--- src/rtl/cabac_gen_pkg.sv ---
package cabac_gen_pkg;
    localparam int QP_NUM     = 52;
    localparam int CTX_NUM    = 460;
    localparam int CTX_STRIDE = 464;
    localparam int SET_NUM    = 2;
    localparam int INTER_SETS = 3;
    localparam int COEF_W     = 8;
    localparam int STATE_MIN  = 1;
    localparam int STATE_MAX  = 126;
    localparam int STATE_MID  = 63;

    localparam int TBL_DEPTH  = CTX_NUM * (1 + INTER_SETS);
    localparam int TBL_AW     = $clog2(TBL_DEPTH);
    localparam int BYTES      = QP_NUM * SET_NUM * CTX_STRIDE;
    localparam int WORDS      = BYTES / 8;
    localparam int WAW        = $clog2(WORDS);
    localparam int QP_W       = $clog2(QP_NUM);
    localparam int CTX_W      = $clog2(CTX_STRIDE);
    localparam int MAX_BYTE   = ((STATE_MAX - STATE_MID - 1) << 1) | 1;
    localparam int PROD_W     = 2 * COEF_W;

    typedef struct packed {
        logic [QP_W-1:0]  qp;
        logic             set;
        logic [CTX_W-1:0] ctx;
    } pos_t;

    typedef struct packed {
        logic valid;
        logic last;
        logic pad;
        pos_t pos;
    } issue_t;

    function automatic logic [7:0] state_byte(input logic signed [COEF_W-1:0] m,
                                              input logic signed [COEF_W-1:0] n,
                                              input logic [QP_W-1:0] qp);
        logic signed [PROD_W-1:0] prod;
        logic signed [PROD_W-1:0] pre;
        prod = PROD_W'(m) * PROD_W'($signed({1'b0, qp}));
        pre  = (prod >>> 4) + PROD_W'(n);
        if (pre < PROD_W'(STATE_MIN))      pre = PROD_W'(STATE_MIN);
        else if (pre > PROD_W'(STATE_MAX)) pre = PROD_W'(STATE_MAX);
        if (pre <= PROD_W'(STATE_MID))
            return 8'((PROD_W'(STATE_MID) - pre) <<< 1);
        else
            return 8'(((pre - PROD_W'(STATE_MID + 1)) <<< 1) | PROD_W'(1));
    endfunction
endpackage

--- src/rtl/cabac_seq.sv ---
module cabac_seq
    import cabac_gen_pkg::*;
(
    input  logic              clk,
    input  logic              rst,
    input  logic              start,
    input  logic signed [2:0] req_idc,
    input  logic              pipe_busy,
    output issue_t            iss,
    output logic [TBL_AW-1:0] tbl_addr,
    output logic              tbl_rd_en,
    output logic              skip_done
);
    logic              running;
    pos_t              pos;
    logic [1:0]        gen_idc;
    logic signed [2:0] last_idc;
    logic              accept, valid_idc, go, at_end;
    logic [TBL_AW-1:0] base;

    assign accept    = start && !running && !pipe_busy;
    assign valid_idc = (req_idc >= 3'sd0) && (req_idc <= 3'sd2);
    assign go        = accept && valid_idc && (req_idc != last_idc);
    assign at_end    = (pos.qp == QP_W'(QP_NUM - 1)) && pos.set
                       && (pos.ctx == CTX_W'(CTX_STRIDE - 1));

    always_comb begin
        iss.valid = running;
        iss.last  = running && at_end;
        iss.pad   = pos.ctx >= CTX_W'(CTX_NUM);
        iss.pos   = pos;
        base      = pos.set ? TBL_AW'(CTX_NUM) * (TBL_AW'(gen_idc) + TBL_AW'(1)) : '0;
        tbl_addr  = base + TBL_AW'(pos.ctx);
        tbl_rd_en = running && !iss.pad;
    end

    always_ff @(posedge clk) begin
        if (rst) begin
            running   <= 1'b0;
            pos       <= '0;
            gen_idc   <= '0;
            last_idc  <= -3'sd1;
            skip_done <= 1'b0;
        end else begin
            skip_done <= accept && !go;
            if (accept) last_idc <= req_idc;
            if (go) begin
                running <= 1'b1;
                pos     <= '0;
                gen_idc <= req_idc[1:0];
            end else if (running) begin
                if (pos.ctx == CTX_W'(CTX_STRIDE - 1)) begin
                    pos.ctx <= '0;
                    pos.set <= ~pos.set;
                    if (pos.set) begin
                        if (pos.qp == QP_W'(QP_NUM - 1)) running <= 1'b0;
                        else pos.qp <= pos.qp + 1'b1;
                    end
                end else begin
                    pos.ctx <= pos.ctx + 1'b1;
                end
            end
        end
    end
endmodule

--- src/rtl/cabac_pack.sv ---
module cabac_pack
    import cabac_gen_pkg::*;
(
    input  logic                clk,
    input  logic                rst,
    input  issue_t              iss,
    input  logic [2*COEF_W-1:0] tbl_rdata,
    output logic                pipe_busy,
    output logic                wr_en,
    output logic [WAW-1:0]      wr_addr,
    output logic [63:0]         wr_data,
    output logic                fin
);
    issue_t         s1;
    logic [63:0]    pack, pack_next;
    logic [7:0]     byte_val;
    logic [2:0]     lane;
    logic           lane_full;
    logic           wr_last;
    logic [WAW-1:0] word_cnt;

    assign lane      = s1.pos.ctx[2:0];
    assign lane_full = s1.valid && (lane == 3'd7);
    assign pipe_busy = s1.valid || wr_en;

    always_comb begin
        byte_val  = s1.pad ? 8'h00
                  : state_byte(tbl_rdata[2*COEF_W-1:COEF_W], tbl_rdata[COEF_W-1:0], s1.pos.qp);
        pack_next = pack;
        pack_next[{3'd7 - lane, 3'b000} +: 8] = byte_val;
    end

    always_ff @(posedge clk) begin
        if (rst) begin
            s1       <= '0;
            pack     <= '0;
            wr_en    <= 1'b0;
            wr_addr  <= '0;
            wr_data  <= '0;
            wr_last  <= 1'b0;
            word_cnt <= '0;
            fin      <= 1'b0;
        end else begin
            s1    <= iss;
            wr_en <= lane_full;
            fin   <= wr_en && wr_last;
            if (s1.valid) pack <= pack_next;
            if (lane_full) begin
                wr_data  <= pack_next;
                wr_addr  <= word_cnt;
                wr_last  <= s1.last;
                word_cnt <= s1.last ? '0 : word_cnt + 1'b1;
            end
        end
    end
endmodule

--- src/rtl/cabac_ctx_table_gen.sv ---
module cabac_ctx_table_gen
    import cabac_gen_pkg::*;
(
    input  logic                clk,
    input  logic                rst,
    input  logic                start,
    input  logic signed [2:0]   req_idc,
    output logic                tbl_rd_en,
    output logic [TBL_AW-1:0]   tbl_addr,
    input  logic [2*COEF_W-1:0] tbl_rdata,
    output logic                wr_en,
    output logic [WAW-1:0]      wr_addr,
    output logic [63:0]         wr_data,
    output logic                done
);
    issue_t iss;
    logic   pipe_busy, skip_done, fin;

    cabac_seq u_seq (
        .clk(clk), .rst(rst), .start(start), .req_idc(req_idc),
        .pipe_busy(pipe_busy), .iss(iss), .tbl_addr(tbl_addr),
        .tbl_rd_en(tbl_rd_en), .skip_done(skip_done)
    );

    cabac_pack u_pack (
        .clk(clk), .rst(rst), .iss(iss), .tbl_rdata(tbl_rdata),
        .pipe_busy(pipe_busy), .wr_en(wr_en), .wr_addr(wr_addr),
        .wr_data(wr_data), .fin(fin)
    );

    assign done = skip_done || fin;
endmodule

--- config.mk ---
export PLATFORM = sky130hd
export DESIGN_NAME = cabac_ctx_table_gen
export DESIGN_NICKNAME = d
export VERILOG_FILES = /design/src/rtl/cabac_gen_pkg.sv /design/src/rtl/cabac_seq.sv /design/src/rtl/cabac_pack.sv /design/src/rtl/cabac_ctx_table_gen.sv
export SDC_FILE = /design/constraint.sdc
export NUM_CORES = 1
export LEC_CHECK = 0
export BUFFER_PORTS_ARGS = -buffer_cell sky130_fd_sc_hd__clkbuf_2
export CAP_MARGIN = 20
export CORE_MARGIN = 3
export CORE_UTILIZATION = 25
export CTS_CLUSTER_SIZE = 28
export DETAILED_ROUTE_END_ITERATION = 7
export PLACE_DENSITY = 0.4
export RECOVER_POWER = 25
export SKIP_LAST_GASP = 1
export SLEW_MARGIN = 10
export SYNTH_ARGS = -nofsm -noshare
export SYNTH_HDL_FRONTEND = slang
export SYNTH_SLANG_ARGS = --single-unit
--- constraint.sdc ---
create_clock -name clk -period 7.9 [get_ports clk]
set_input_delay 1.58 -clock clk [delete_from_list [all_inputs] [get_ports clk]]
set_output_delay 1.58 -clock clk [all_outputs]
set_load 0.01 [all_outputs]
==> results.txt <==
GRT busiest layer: met2
Pin count of the biggest net entering global routing: 74
DRC: 0
Max clock buf depth: 2
Leading cell type in the layout, fill and taps excluded: dfxtp_1
Routed WL: 26200 um
Share of cells above drive strength 1: 0.128
Startpoint Class: primary input
Worst R2R Start: u_pack.s1[11]
Post-synthesis simple-gate area fraction: 0.250
Synth Area in Compound Gates: 0.129
Fin crit period: 7.37 ns
Multiplexer area fraction after synthesis: 0.00619
Unrepaired setup endpoints after global routing: false
Avg Cell Area, Syn: 8.59 um^2
DR vias/cell: 4.42
Cell leakage power: 4.91 nW
Max Cap Viol: 3
Die Span Y: 207 um
Pwr Density: 162 mW/mm^2
Worst-Skew Late Latency: 0.46 ns
PortBufs: 112
Share of flip-flops with an asynchronous set or reset: 0
Largest family of logic cells by synthesized area: simple AND/OR/NAND/NOR gates
Critical path data required time: 8.22 ns
Max Slew Vio Count: 187
Htree depth: 4
Routing usage on met3: 0.0260
R2R setup slack: 1.31 ns
Status: finished with violations
Clk pin slew, worst setup/hold paths: 0.08 ns
IO Pins: 113
Total track usage: 0.126
Synth-to-Final Area Change: 17.3%
Critical Path End Type: flop
GP Congestion: 0.771
Post-CTS setup buffers: 0
Starting density of the core: 0.254
GRT Residual Overflow: 0
Nets: 1386
Power Total: 1.93 mW
Pin slew with the least headroom to its limit: 3.25 ns
Fin crit share: 0.932
Row count: 73
CTS tree: built
Dpl hpwl: 19200 um
FILL cells: 4363
Post-synthesis register bit count: 192
Cell Area, Synth: 0.0101 mm^2
Post-synthesis sequential area ratio: 0.380
Die X-Extent: 207 um
Hold Vio Cnt, Final: 0
Number of DRC markers in iteration 0: 340
Post-synth EDFFs: 0
CP Launch Point: tbl_rdata[10]
Root Driver: clkbuf_16
Max frequency: 136 MHz
First-pass DRT Iterations: 5
Die ar.: 0.0429 mm^2
Final setup fails: 0
Post-CTS Hold Buffers: 0
Maximum VDD drop: 0.148 mV
Met2 Resource Use GR: 0.197
Reg2reg path depth: 25
Most frequent cells in the layout: dfxtp_1, nand2_1, a21oi_1
Grt met1 use: 0.177
Clk sink count: 192
# diodes: 0
Ys Warns: 0
Layout Skew: 0.0166 ns
Synth Area in Adders: 0.142
Worst R2R End: u_pack.wr_data[1]
Vias in the first global route: 8025
First-pass GRT wire length: 44400 um
Xor and xnor fraction of the mapped netlist area: 0.0442
Crit path kind: primary input to flop
CP endpoint: u_pack.wr_data[1]
Routed length per placed instance: 14.5 um
CP Max Fanout: 10
Yosys cell types: 60
Post-Syn Instances: 1176
Type of the worst min-delay path: flop to flop
Critical path arrival: 7.68 ns
CTS Buf Count: 17
Net count after synthesis: 1291
Antenna violations before repair: 0
Predominant post-synthesis flop cell: dfxtp_1
Slew margin rel.: -1.17
Failing checks: capacitance limit, slew limit
Post-cts sizing count: 0
Total Negative Setup Slacks: 0 ns
Detail Route Antenna Nets: 0
Via Count: 8000
Core area: 0.0398 mm^2
[worst max-delay path, stage by stage]
cell	delay [ns]
clkbuf_2	0.12
and2_1	0.18
fa_1	0.48
ha_1	0.29
inv_1	0.05
fa_1	0.53
inv_1	0.05
fa_1	0.47
ha_1	0.35
and4_1	0.25
a2111oi_4	0.37
a21oi_1	0.15
o21a_1	0.22
o21a_1	0.23
o21a_1	0.20
nor2_1	0.11
xnor2_1	0.08
ha_1	0.33
o21ai_0	0.12
o21bai_1	0.18
a21oi_1	0.12
and3_1	0.18
or3_1	0.42
nand4_4	0.23
nand4b_4	0.26
o22ai_1	0.11
[sequential cells by signal, indices dropped and copies added, names as in the netlist]
| register | cells |
|---|---|
| u_pack.pack | 64 |
| u_pack.wr_data | 64 |
| u_seq.iss | 16 |
| u_pack.word_cnt | 13 |
| u_pack.wr_addr | 13 |
| u_pack.s1 | 9 |
| u_pack.lane | 3 |
| u_seq.last_idc | 3 |
| u_seq.gen_idc | 2 |
| u_pack.fin | 1 |
| u_pack.wr_en | 1 |
| u_pack.wr_last | 1 |
| u_seq.running | 1 |
| u_seq.skip_done | 1 |
[where the power goes]
| group | switching (mW) | total (mW) | internal (mW) |
|---|---|---|---|
| clock | 0.439 | 0.865 | 0.426 |
| combinational | 0.0520 | 0.0817 | 0.0297 |
| sequential | 0.00618 | 0.978 | 0.972 |
| total | 0.497 | 1.93 | 1.43 |
[metrics by stage]
step	setup slack (ns)	instance area [um^2]	hold WS, ns	instances	utilization
floorplan	0.541	10100	0.410	1176	-
global placement	0.161	11300	0.427	1777	0.283
detailed placement	0.0834	11300	0.437	1777	0.283
CTS	0.570	11900	0.451	1809	0.298
global route	0.127	11900	0.475	1809	0.298
finish	0.533	11900	0.448	1809	0.298
[layout make-up]
type,count,area [um^2],share of cell area
inverter,79,297,0.0250
clock buffer,17,425,0.0359
timing repair buffer,126,693,0.0585
multi-input combinational,855,5770,0.487
clock inverter,15,171,0.0145
tap,525,657,0.0554
sequential,192,3840,0.324
[Yosys cell counts, types with 3 or more instances]
library cell / count / area share
nand3_1: 17 / 0.0084
inv_1: 79 / 0.029
xor2_1: 22 / 0.019
or3_1: 10 / 0.0062
ha_1: 57 / 0.071
mux2i_1: 4 / 0.0040
nand2b_1: 7 / 0.0043
dfxtp_1: 192 / 0.38
and3_1: 10 / 0.0062
o31ai_1: 6 / 0.0045
nand3b_1: 60 / 0.045
buf_1: 5 / 0.0019
nor3_4: 3 / 0.0048
a211oi_1: 6 / 0.0045
o21ai_1: 42 / 0.021
a21o_1: 5 / 0.0037
fa_1: 36 / 0.071
nand2_1: 185 / 0.069
nor2_1: 72 / 0.027
nor3b_1: 4 / 0.0030
and3b_1: 7 / 0.0061
o21a_1: 6 / 0.0045
nor3_1: 16 / 0.0079
o21bai_1: 6 / 0.0045
and2_1: 47 / 0.029
o21ai_0: 34 / 0.017
a21oi_1: 103 / 0.051
xnor2_1: 29 / 0.025
nand4_1: 9 / 0.0056
nor2b_1: 17 / 0.011
o22ai_1: 3 / 0.0019
and4_1: 5 / 0.0043
clkbuf_1: 42 / 0.016
[cells by family after synthesis]
logic type | after synthesis
DFF | 192
and+or+nand+nor | 480
buffers and inverters | 129
adders and majority gates | 93
AOI/OAI and AO/OA | 225
xor gates and xnor gates | 51
muxes | 6
[layer usage]
metal,up-vias,share of wire
met5,-,0
met1,3740,0.51
met4,0,0.015
li1,4131,-
met2,110,0.45
met3,19,0.032
[worst min-delay path by stage]
| stage | start | endpoint | slack, ns | cells after the start |
|---|---|---|---|---|
| final | u_pack.pack[1] | u_pack.pack[1] | 0.45 | 2 |
| after global routing | u_pack.wr_addr[10] | u_pack.wr_addr[10] | 0.47 | 2 |
| after CTS | u_pack.pack[1] | u_pack.pack[1] | 0.45 | 2 |
| after detailed placement | u_pack.pack[0] | u_pack.pack[0] | 0.44 | 2 |
| after global placement | u_pack.pack[0] | u_pack.pack[0] | 0.43 | 2 |
| after floorplan | u_pack.wr_last | u_pack.fin | 0.41 | 2 |
Note: power is estimated with default switching activity, not from simulation.
